File: config.mk
export PLATFORM = sky130hd
export DESIGN_NAME = wdt_guard
export DESIGN_NICKNAME = d
export VERILOG_FILES = /design/src/rtl/wdt_pkg.sv /design/src/rtl/wdt_rst_sync.sv /design/src/rtl/wdt_prescale.sv /design/src/rtl/wdt_counter.sv /design/src/rtl/wdt_supervise.sv /design/src/rtl/wdt_guard.sv
export SDC_FILE = /design/constraint.sdc
export NUM_CORES = 1
export LEC_CHECK = 0
export BUFFER_PORTS_ARGS = -buffer_cell sky130_fd_sc_hd__buf_4
export CORE_MARGIN = 2
export CORE_UTILIZATION = 37
export CTS_CLUSTER_DIAMETER = 100
export DETAILED_ROUTE_END_ITERATION = 10
export PLACE_DENSITY = 0.58
export SLEW_MARGIN = 20
export SYNTH_ARGS = -nofsm -noshare
export SYNTH_HDL_FRONTEND = slang
export SYNTH_HIERARCHICAL = 1
export SYNTH_SLANG_ARGS = --single-unit
export TNS_END_PERCENT = 5
File: constraint.sdc
create_clock -name clk_i -period 2 [get_ports clk_i]
set_input_delay 0.3 -clock clk_i [delete_from_list [all_inputs] [get_ports clk_i]]
set_output_delay 0.3 -clock clk_i [all_outputs]
set_load 0.02 [all_outputs]
File: src/rtl/wdt_pkg.sv
package wdt_pkg;

  localparam int unsigned CNT_W     = 16;
  localparam int unsigned REL_W     = 8;
  localparam int unsigned LOW_W     = CNT_W - REL_W;
  localparam int unsigned SEL_W     = 2;
  localparam int unsigned PH_W      = 8;
  localparam int unsigned PULSE_LEN = 8;
  localparam int unsigned PULSE_W   = $clog2(PULSE_LEN);

  typedef enum logic [SEL_W-1:0] {
    DIV_2   = 2'b00,
    DIV_4   = 2'b01,
    DIV_128 = 2'b10,
    DIV_256 = 2'b11
  } div_sel_e;

  // Last phase value before a tick for each divider setting
  function automatic logic [PH_W-1:0] phase_limit(input logic [SEL_W-1:0] sel);
    logic [PH_W-1:0] lim;
    case (div_sel_e'(sel))
      DIV_2:   lim = PH_W'(1);
      DIV_4:   lim = PH_W'(3);
      DIV_128: lim = PH_W'(127);
      default: lim = PH_W'(255);
    endcase
    return lim;
  endfunction

endpackage

File: src/rtl/wdt_rst_sync.sv
module wdt_rst_sync (
  input  logic clk_i,
  input  logic rst_ni,
  output logic rst_sync_no
);

  logic [1:0] stage_q;
  logic [1:0] stage_d;

  always_comb begin
    stage_d = {stage_q[0], 1'b1};
  end

  always_ff @(posedge clk_i or negedge rst_ni) begin
    if (!rst_ni) begin
      stage_q <= 2'b00;
    end else begin
      stage_q <= stage_d;
    end
  end

  assign rst_sync_no = stage_q[1];

endmodule

File: src/rtl/wdt_prescale.sv
module wdt_prescale
  import wdt_pkg::*;
(
  input  logic             clk_i,
  input  logic             rst_ni,
  input  logic             run_i,
  input  logic             restart_i,
  input  logic [SEL_W-1:0] sel_i,
  output logic             tick_o
);

  logic [PH_W-1:0] phase_q;
  logic [PH_W-1:0] phase_d;
  logic            phase_en;
  logic            at_limit;

  always_comb begin
    at_limit = (phase_q == phase_limit(sel_i));
    tick_o   = run_i && at_limit;
    phase_en = restart_i || run_i;
    phase_d  = phase_q;
    if (restart_i || tick_o) begin
      phase_d = '0;
    end else if (run_i) begin
      phase_d = phase_q + PH_W'(1);
    end
  end

  always_ff @(posedge clk_i or negedge rst_ni) begin
    if (!rst_ni) begin
      phase_q <= '0;
    end else if (phase_en) begin
      phase_q <= phase_d;
    end
  end

  // A tick clears the phase, so two ticks never come back to back
  AST_TICK_SPACED: assert property (@(posedge clk_i) disable iff (!rst_ni)
    tick_o |=> !tick_o);

  // While stopped and not restarted, the phase holds
  AST_PHASE_FROZEN: assert property (@(posedge clk_i) disable iff (!rst_ni)
    (!run_i && !restart_i) |=> $stable(phase_q));

endmodule

File: src/rtl/wdt_counter.sv
module wdt_counter
  import wdt_pkg::*;
(
  input  logic             clk_i,
  input  logic             rst_ni,
  input  logic             run_i,
  input  logic             tick_i,
  input  logic             load_i,
  input  logic             clear_i,
  input  logic [REL_W-1:0] reload_i,
  output logic [CNT_W-1:0] count_o,
  output logic             expire_o
);

  localparam logic [CNT_W-1:0] CNT_MAX = {CNT_W{1'b1}};

  logic [CNT_W-1:0] count_q;
  logic [CNT_W-1:0] count_d;
  logic             count_en;
  logic             step;

  always_comb begin
    step     = run_i && tick_i && !load_i;
    expire_o = step && (count_q == CNT_MAX);
    count_en = clear_i || load_i || step;
    count_d  = count_q;
    if (clear_i) begin
      count_d = '0;
    end else if (load_i) begin
      count_d = {reload_i, {LOW_W{1'b0}}};
    end else if (step) begin
      count_d = count_q + CNT_W'(1);
    end
  end

  always_ff @(posedge clk_i or negedge rst_ni) begin
    if (!rst_ni) begin
      count_q <= '0;
    end else if (count_en) begin
      count_q <= count_d;
    end
  end

  assign count_o = count_q;

  AST_SERVICE_LOAD: assert property (@(posedge clk_i) disable iff (!rst_ni)
    (load_i && !clear_i) |=> (count_q == {$past(reload_i), {LOW_W{1'b0}}}));

  AST_STEP_ONE: assert property (@(posedge clk_i) disable iff (!rst_ni)
    (step && !clear_i && count_q != CNT_MAX) |=> (count_q == $past(count_q) + CNT_W'(1)));

endmodule

File: src/rtl/wdt_supervise.sv
module wdt_supervise
  import wdt_pkg::*;
(
  input  logic clk_i,
  input  logic rst_ni,
  input  logic disable_i,
  input  logic init_done_i,
  input  logic expire_i,
  output logic enabled_o,
  output logic locked_o,
  output logic pulse_o
);

  logic               en_q, en_d;
  logic               lock_q, lock_d;
  logic               pulse_q, pulse_d;
  logic [PULSE_W-1:0] pcnt_q, pcnt_d;
  logic               last_pulse;

  always_comb begin
    last_pulse = (pcnt_q == PULSE_W'(PULSE_LEN - 1));
    en_d    = en_q;
    lock_d  = lock_q;
    pulse_d = pulse_q;
    pcnt_d  = pcnt_q;
    if (pulse_q) begin
      en_d   = 1'b1;
      lock_d = 1'b0;
      if (last_pulse) begin
        pulse_d = 1'b0;
        pcnt_d  = '0;
      end else begin
        pcnt_d = pcnt_q + PULSE_W'(1);
      end
    end else if (expire_i) begin
      pulse_d = 1'b1;
      pcnt_d  = '0;
      en_d    = 1'b1;
      lock_d  = 1'b0;
    end else begin
      if (disable_i && !lock_q) begin
        en_d = 1'b0;
      end
      if (init_done_i) begin
        lock_d = 1'b1;
      end
    end
  end

  always_ff @(posedge clk_i or negedge rst_ni) begin
    if (!rst_ni) begin
      en_q    <= 1'b1;
      lock_q  <= 1'b0;
      pulse_q <= 1'b0;
      pcnt_q  <= '0;
    end else begin
      en_q    <= en_d;
      lock_q  <= lock_d;
      pulse_q <= pulse_d;
      pcnt_q  <= pcnt_d;
    end
  end

  assign enabled_o = en_q;
  assign locked_o  = lock_q;
  assign pulse_o   = pulse_q;

  AST_LOCK_KEEPS_ON: assert property (@(posedge clk_i) disable iff (!rst_ni)
    (lock_q && en_q && !pulse_q) |=> en_q);

  AST_PULSE_HOLDS: assert property (@(posedge clk_i) disable iff (!rst_ni)
    (pulse_q && !last_pulse) |=> pulse_q);

  AST_CLEAN_AFTER_PULSE: assert property (@(posedge clk_i) disable iff (!rst_ni)
    $fell(pulse_q) |-> (en_q && !lock_q));

endmodule

File: src/rtl/wdt_guard.sv
module wdt_guard
  import wdt_pkg::*;
(
  input  logic             clk_i,
  input  logic             rst_ni,
  input  logic             service_i,
  input  logic             init_done_i,
  input  logic             disable_i,
  input  logic [REL_W-1:0] reload_i,
  input  logic [SEL_W-1:0] div_sel_i,
  output logic [CNT_W-1:0] count_o,
  output logic             wdt_rst_o,
  output logic             wdt_rst_pin_no
);

  logic rst_int_n;
  logic enabled;
  logic locked;
  logic pulse;
  logic run;
  logic svc_eff;
  logic tick;
  logic expire;

  wdt_rst_sync u_sync (
    .clk_i       (clk_i),
    .rst_ni      (rst_ni),
    .rst_sync_no (rst_int_n)
  );

  always_comb begin
    run     = enabled && !pulse;
    svc_eff = service_i && !pulse;
  end

  wdt_prescale u_pre (
    .clk_i     (clk_i),
    .rst_ni    (rst_int_n),
    .run_i     (run),
    .restart_i (svc_eff || pulse),
    .sel_i     (div_sel_i),
    .tick_o    (tick)
  );

  wdt_counter u_cnt (
    .clk_i    (clk_i),
    .rst_ni   (rst_int_n),
    .run_i    (run),
    .tick_i   (tick),
    .load_i   (svc_eff),
    .clear_i  (pulse),
    .reload_i (reload_i),
    .count_o  (count_o),
    .expire_o (expire)
  );

  wdt_supervise u_sup (
    .clk_i       (clk_i),
    .rst_ni      (rst_int_n),
    .disable_i   (disable_i && !pulse),
    .init_done_i (init_done_i && !pulse),
    .expire_i    (expire),
    .enabled_o   (enabled),
    .locked_o    (locked),
    .pulse_o     (pulse)
  );

  assign wdt_rst_o      = pulse;
  assign wdt_rst_pin_no = !pulse;

  AST_EXPIRE_FIRES: assert property (@(posedge clk_i) disable iff (!rst_int_n)
    expire |=> (wdt_rst_o && !wdt_rst_pin_no && count_o == '0));

  AST_SERVICE_WINS: assert property (@(posedge clk_i) disable iff (!rst_int_n)
    (svc_eff && tick && count_o == {CNT_W{1'b1}}) |=> !wdt_rst_o);

  AST_NO_EXPIRE_UNLOCKED_OFF: assert property (@(posedge clk_i) disable iff (!rst_int_n)
    (!enabled && !pulse) |-> !expire);

  AST_DISABLE_BEFORE_LOCK: assert property (@(posedge clk_i) disable iff (!rst_int_n)
    (disable_i && !locked && !pulse && !expire) |=> !enabled);

endmodule

==> metrics.md, run 1 <==
| Metric | Value |
|---|---|
| Flop pwr share | `0.457` |
| Clock Tree Buf Depth | `2` |
| Critical Path AT | `2860 ps` |
| IO Pins | `33` |
| Failing checks | `negative setup slack` |
| Hpwl dp | `slightly above 3000 microns` |
| R2R setup slack | `-670 ps` |
| Register area share after synthesis | `0.448` |
| Hold Slack | `approximately 250 ps` |
| Slowest-stage cell, CP | `or4_1` |
| DP Worst Slack | `-734 ps` |
| CP endpoint kind | `flip-flop` |
| Max Cap Viol | `0` |
| Worst r2r path cells | `7` |
| Utilization after layout | `0.522` |
| Post-DRT Antenna Nets | `0` |
| Max Clock Skew | `approximately 10 ps` |
| Hold Crit Class | `flip-flop to asynchronous set/reset pin` |
| Fin crit period | `approximately 2700 ps` |
| Yosys warning count | `6` |
| Setup CP Type | `flip-flop to flip-flop` |
| Drt pass-1 iters | `4` |
| Clock transition at path regs | `roughly 70 ps` |
| H-tree levels | `2` |
| Area Overhead vs Synth | `36.8%` |
| Global-route wire length before repair | `approximately 7000 microns` |
| Worst setup margin | `-674 ps` |
| Status | `complete, but fails checks` |
| N_diodes | `0` |
| Vias in the first global route | `about 1500` |
| CORE AREA | `roughly 4700 sq um` |
| Max FO, Critical Path | `3` |
| Final-report setup violation count | `21` |
| Critical-path cell list | `or4_1 > o22a_1 > a2111oi_4 > nand2_1 > or4_4 > or3_1 > a311oi_1` |
| TritonCTS clock tree | `done` |
| Vias post-DR | `between 1500 and 2000` |
| Dpl cells | `approximately 300` |
| PortBufs | `32` |
| Final worst-path cycle share | `1.34` |
| Cell Count, Final, Fillers Out | `roughly 300` |
| Sw Ratio | `0.249` |
| Startpoint class of the critical path | `flip-flop` |
| Largest net degree at the start of global routing | `31` |
| Yosys cell types | `49` |
| Initial antenna violation count | `0` |
| Syn Nets | `between 200 and 250` |
| Clock power frac | `0.409` |
| Worst R2R Start | `u_pre/phase_q[5]` |
| Psw | `~380 uW` |
| GPL Wtd Cong | `0.844` |
| Cell row count | `25` |
| GRT Residual Overflow | `0` |
| GRT Overall Usage | `0.171` |
| Initial drt markers | `approximately 100` |
| VDD IR max | `408 uV` |
| P_leak | `~0.0011 uW` |
| Yosys reg bits | `32` |
| Worst path buffer plus inverter count | `0` |
| Die Ht | `73.6 microns` |
| Max Slew Vio Count | `0` |
| Internal Power | `1140 uW` |
| Gate power share | `0.134` |
| Vias/cell | `roughly 5.4` |
| DRC Markers | `0` |
| Delay-heaviest family, CP | `simple AND/OR/NAND/NOR gates` |
| Worst R2R End | `u_cnt/count_o[11]` |
| CTS Sinks | `32` |
| P per Cell Area | `618 nW/um^2` |
| Post-synthesis instance total | `~190` |
| Syn_area_per_cell | `about 9.6 sq um` |
| Initial Util | `0.382` |
| Die Width | `roughly 74 microns` |
| Worst EP required | `2190 ps` |
| WL/cell | `between 10 and 15 microns` |
| Layout Nets | `269` |
| Share of cells above drive strength 1 | `0.344` |
| Hold Vio Cnt, Final | `0` |
| Worst skew pair latency | `between 200 and 300 ps` |
| Syn Std Cell Area | `around 1800 sq um` |
| Fmax | `between 300 and 400 MHz` |
| RSZ-0062 raised after global routing | `yes` |
| Die area | `about 5400 sq um` |
| Crit-path max cell delay | `510 ps` |
| Root Buffer | `clkbuf_8` |
| TritonCTS Buffers | `5` |
| Final wirelength | `approximately 4200 microns` |
-- worst max-delay path by stage --
stage	start	endpoint	slack, ps	cells after the start
6_report	u_pre/phase_q[5]	u_cnt/count_o[11]	-670	7
3_3_place_gp	div_sel_i[1]	u_cnt/count_o[11]	-690	8
5_1_grt	u_pre/phase_q[5]	u_cnt/count_o[11]	-850	7
3_5_place_dp	div_sel_i[1]	u_cnt/count_o[11]	-730	8
4_1_cts	u_pre/phase_q[5]	u_cnt/count_o[11]	-700	7
2_1_floorplan	u_pre/phase_q[5]	u_cnt/count_o[15]	-710	8
-- Yosys cell counts, drive strengths merged --
library cell,number,area share
nand4,5,0.017
nor4b,1,0.0049
nand2b,2,0.0070
a21o,1,0.0084
o31ai,2,0.0084
o22a,1,0.0049
nor4,2,0.0070
a311o,1,0.0056
and4b,1,0.0056
o211a,1,0.0056
o41a,1,0.0070
o21ai,4,0.011
o2111ai,2,0.0098
xnor2,9,0.044
conb,1,0.0021
nor2b,5,0.017
o211ai,2,0.0084
and2,1,0.0035
buf,1,0.0021
nand2,18,0.038
a311oi,2,0.0098
and4,1,0.0049
a32o,2,0.011
o311ai,1,0.0049
nor3,10,0.028
or3,5,0.018
ha,5,0.035
a211oi,2,0.0084
or4,3,0.015
o311a,1,0.0056
dfstp,1,0.015
a2111oi,1,0.015
nor2,18,0.042
xor2,5,0.024
clkbuf,6,0.013
a21oi,6,0.017
nand3,11,0.034
a22o,3,0.015
nor3b,1,0.0042
o21a,1,0.0042
dfrtp,31,0.43
inv,8,0.017
or2,1,0.0035
or4b,1,0.0056
-- power groups by stage --
stage	combinational [uW]	sequential, uW	clock [uW]
final	203	693	619
after global routing	225	697	662
after CTS	204	693	636
after detailed placement	201	706	0
after global placement	201	706	0
after floorplan	80.6	734	0
-- logic make-up after synthesis --
group / Yosys count / synth area share
AO/OA/AOI/OAI: 34 / 0.161
XOR/XNOR: 14 / 0.0684
adder cells (fa/ha/maj): 5 / 0.0349
buffers and inverters: 15 / 0.0314
flip-flops: 32 / 0.448
other: 1 / 0.00209
AND/OR/NAND/NOR: 86 / 0.255
-- layer usage --
| metal | up-vias | GRT usage | share of wire | routed length, microns |
|---|---|---|---|---|
| li1 | 798 | - | - | - |
| met1 | 786 | 0.245 | 0.49 | 2050 |
| met2 | 46 | 0.242 | 0.44 | 1860 |
| met3 | 7 | 0.0453 | 0.052 | 218 |
| met4 | 0 | 0.0747 | 0.016 | 69 |
| met5 | - | 0 | 0 | 0 |
-- layout make-up --
cell class | count | area, sq um
Sequential cell | 32 | 803
Inverter | 8 | 30.0
Clock buffer | 6 | 72.6
Multi-Input combinational cell | 140 | 975
Tap cell | 54 | 67.6
Timing Repair Buffer | 62 | 468
Clock inverter | 2 | 35.0
Fill cell | 442 | 2240
-- per-stage QoR --
| stage | setup TNS [ps] | total power, uW | cell area (sq um) |
|---|---|---|---|
| after CTS | -9350 | 1530 | 2450 |
| after global placement | -9560 | 907 | 2300 |
| after detailed placement | -10490 | 907 | 2300 |
| final | -8650 | 1520 | 2450 |
| after floorplan | -9700 | 815 | 1800 |
| after global routing | -12960 | 1580 | 2450 |
-- sequential cells by signal (all words and copies together) (netlist names) --
name	cells
u_cnt/count_o	16
u_pre/phase_q	8
u_sup/pcnt_q	3
u_sync/stage_q	2
u_sup/enabled_o	1
u_sup/locked_o	1
u_sup/pulse_o	1
-- layout by cell type (no fill, tap or decap), types with 2 or more instances in the layout --
cell	netlist	layout
nand3_1	10	10
or3_1	4	4
clkbuf_8	0	5
xor2_1	5	5
nor2b_1	5	5
inv_1	8	8
dfrtp_1	31	30
a311oi_1	2	2
buf_4	0	61
nor3_2	0	4
nor3_1	10	5
o2111ai_1	2	2
nand4_1	5	5
ha_1	5	5
or4_1	2	2
a22o_1	2	2
a211oi_1	2	2
nand2b_1	2	2
nand2_1	18	18
a21oi_1	6	5
o211ai_1	2	2
nor2_1	17	17
xnor2_1	9	9
a32o_1	2	2
o31ai_1	2	2
o21ai_0	4	4
-- timing repair --
action / 4_1_cts / 5_1_grt
endpoints found under the setup margin: 21 / 22
gates resized for setup: 5 / 1
endpoints found under the hold margin: 2 / 0
setup buffers: 0 / 0
hold buffers: 1 / 0
pin swaps: 1 / 3
Note: power is estimated with default switching activity, not from simulation.
==> inputs of run 2 (changes only) <==
Settings changed: RECOVER_POWER from default to 50.
==> run 2 against run 1 <==
  * The run still ends with negative setup slack left
  * Fmax about the same
  * First-iteration DRC count unchanged
  * Register-to-register slack about the same
  * Sequential cell count unchanged
  * Critical path depth unchanged
  * Die area unchanged
  * Clock power about the same
  * Sequential share of layout area increased by 0.084 points
  * Final cell count unchanged
  * Critical path type unchanged
  * Critical endpoint unchanged
  * Largest cell class unchanged
==> metrics.md, run 2 (synthesized netlist as in run 1, its figures left out) <==
| Metric | Value |
|---|---|
| Status | `complete, but fails checks` |
| Failing checks | `negative setup slack` |
| CTS Sinks | `32` |
| Vias in the first global route | `between 1500 and 2000` |
| Worst R2R Start | `u_pre/phase_q[5]` |
| Worst r2r path cells | `7` |
| Vias post-DR | `about 1600` |
| Clock Tree Buf Depth | `2` |
| H-tree levels | `2` |
| Largest net degree at the start of global routing | `31` |
| Global-route wire length before repair | `slightly above 7000 microns` |
| CORE AREA | `about 4700 sq um` |
| P per Cell Area | `between 600 and 700 nW/um^2` |
| Cell Count, Final, Fillers Out | `approximately 300` |
| Commonest cells after routing, fill and taps aside | `buf_4 (59), dfrtp_1 (30), nand2_1 (18)` |
| WHS Endpoint | `u_cnt/count_o[9]` |
| Most common cell after layout, fill and taps aside | `buf_4` |
| VDD IR max | `approximately 410 uV` |
| GPL Wtd Cong | `about 0.84` |
| Final worst-path cycle share | `1.34` |
| Critical Path AT | `between 2000 and 3000 ps` |
| GRT Residual Overflow | `0` |
| Layout Nets | `about 270` |
| Startpoint class of the critical path | `flip-flop` |
| TritonCTS clock tree | `done` |
| Die area | `5410 sq um` |
| Hpwl dp | `between 3000 and 4000 microns` |
| Initial Util | `0.382` |
| Vias/cell | `5.38` |
| Setup_tns | `-8630 ps` |
| WL/cell | `~14 microns` |
| Area Overhead vs Synth | `36.5%` |
| Drt pass-1 iters | `4` |
| Hold Path Stages | `2` |
| Hold Vio Cnt, Final | `0` |
| Worst R2R End | `u_cnt/count_o[11]` |
| Post-DRT Antenna Nets | `0` |
| Fmax | `around 370 MHz` |
| Max Clock Skew | `9.81 ps` |
| DRC Markers | `0` |
| Setup CP Type | `flip-flop to flip-flop` |
| RSZ-0062 raised after global routing | `yes` |
| Hold Startpoint | `reload_i[1]` |
| Dpl cells | `295` |
| Setup Fix Bufs, Post-CTS | `0` |
| # fillers | `445` |
| Worst skew pair latency | `slightly below 300 ps` |
| Pwr Total | `1510 uW` |
| Slowest-stage cell, CP | `or4_1` |
| Die Ht | `73.6 microns` |
| Fin crit period | `between 2000 and 3000 ps` |
| Die Width | `about 74 microns` |
| CP endpoint kind | `flip-flop` |
| Share of cells above drive strength 1 | `0.340` |
| Hold Crit Class | `primary input to flip-flop` |
| Final wirelength | `4220 microns` |
| Cell row count | `25` |
| Max Slew Vio Count | `0` |
| Max Cap Viol | `0` |
| Max FO, Critical Path | `3` |
| Initial antenna violation count | `0` |
| TritonCTS Buffers | `5` |
| R2R setup slack | `-670 ps` |
| Hold Slack | `272 ps` |
| P_leak | `around 0.0011 uW` |
| Worst EP required | `about 2200 ps` |
| Slew headroom | `0.491` |
| Initial drt markers | `approximately 100` |
| Critical-path cell list | `or4_1 > o22a_1 > a2111oi_4 > nand2_1 > or4_4 > or3_1 > a311oi_1` |
| GRT Overall Usage | `0.171` |
| IO Pins | `33` |
| PortBufs | `32` |
| N_diodes | `0` |
| Utilization after layout | `0.521` |
| Worst-Margin Slew | `763 ps` |
| Clock transition at path regs | `approximately 70 ps` |
| Final-report setup violation count | `21` |
| Worst setup margin | `-673 ps` |
| Root Buffer | `clkbuf_8` |
| Crit-path max cell delay | `~500 ps` |
| Max FFs per register | `16` |
-- run 2: power breakdown --
| part | switching, uW | total, uW | internal, uW |
|---|---|---|---|
| registers | 22.2 | 694 | 672 |
| logic | 106 | 202 | 95.2 |
| clock network | 249 | 619 | 370 |
-- run 2: layer usage --
layer / up-vias / global-route usage / routed length, microns
met5: - / 0 / 0
met4: 0 / 0.0747 / 83
met3: 7 / 0.0453 / 189
met2: 42 / 0.242 / 1850
met1: 787 / 0.245 / 2100
li1: 799 / - / -
-- run 2: layout make-up --
type | instances | area [sq um] | area share
clock buffers | 6 | 72.6 | 0.0297
clock inverters | 2 | 35.0 | 0.0143
inverters | 8 | 30.0 | 0.0123
multi-input cells | 140 | 975 | 0.399
flip-flops and latches | 32 | 803 | 0.329
well taps | 54 | 67.6 | 0.0276
repair buffers | 62 | 462 | 0.189
-- run 2: stage by stage --
stage	setup WS, ps	area (sq um)
floorplan	-714	1800
global placement	-687	2300
detailed placement	-734	2300
CTS	-695	2450
global route	-853	2440
finish	-673	2440
-- run 2: how the worst max path moves through the flow --
stage	from	endpoint
after detailed placement	div_sel_i[1]	u_cnt/count_o[11]
after global routing	u_pre/phase_q[5]	u_cnt/count_o[11]
after floorplan	u_pre/phase_q[5]	u_cnt/count_o[15]
after CTS	u_pre/phase_q[5]	u_cnt/count_o[11]
after global placement	div_sel_i[1]	u_cnt/count_o[11]
final	u_pre/phase_q[5]	u_cnt/count_o[11]
-- run 2: worst max-delay path: cells and delay by family, from the launching register on --
kind | cells | cell delay (ps)
compound gates | 3 | 740
simple gates | 4 | 1450
flops | 1 | 380
-- run 2: repair_timing --
| action | CTS | global route |
|---|---|---|
| pin swaps | 1 | 3 |
| endpoints found under the hold margin | 2 | 0 |
| gates resized for setup | 5 | 1 |
| setup endpoints to repair | 21 | 22 |
| hold buffers | 1 | 0 |
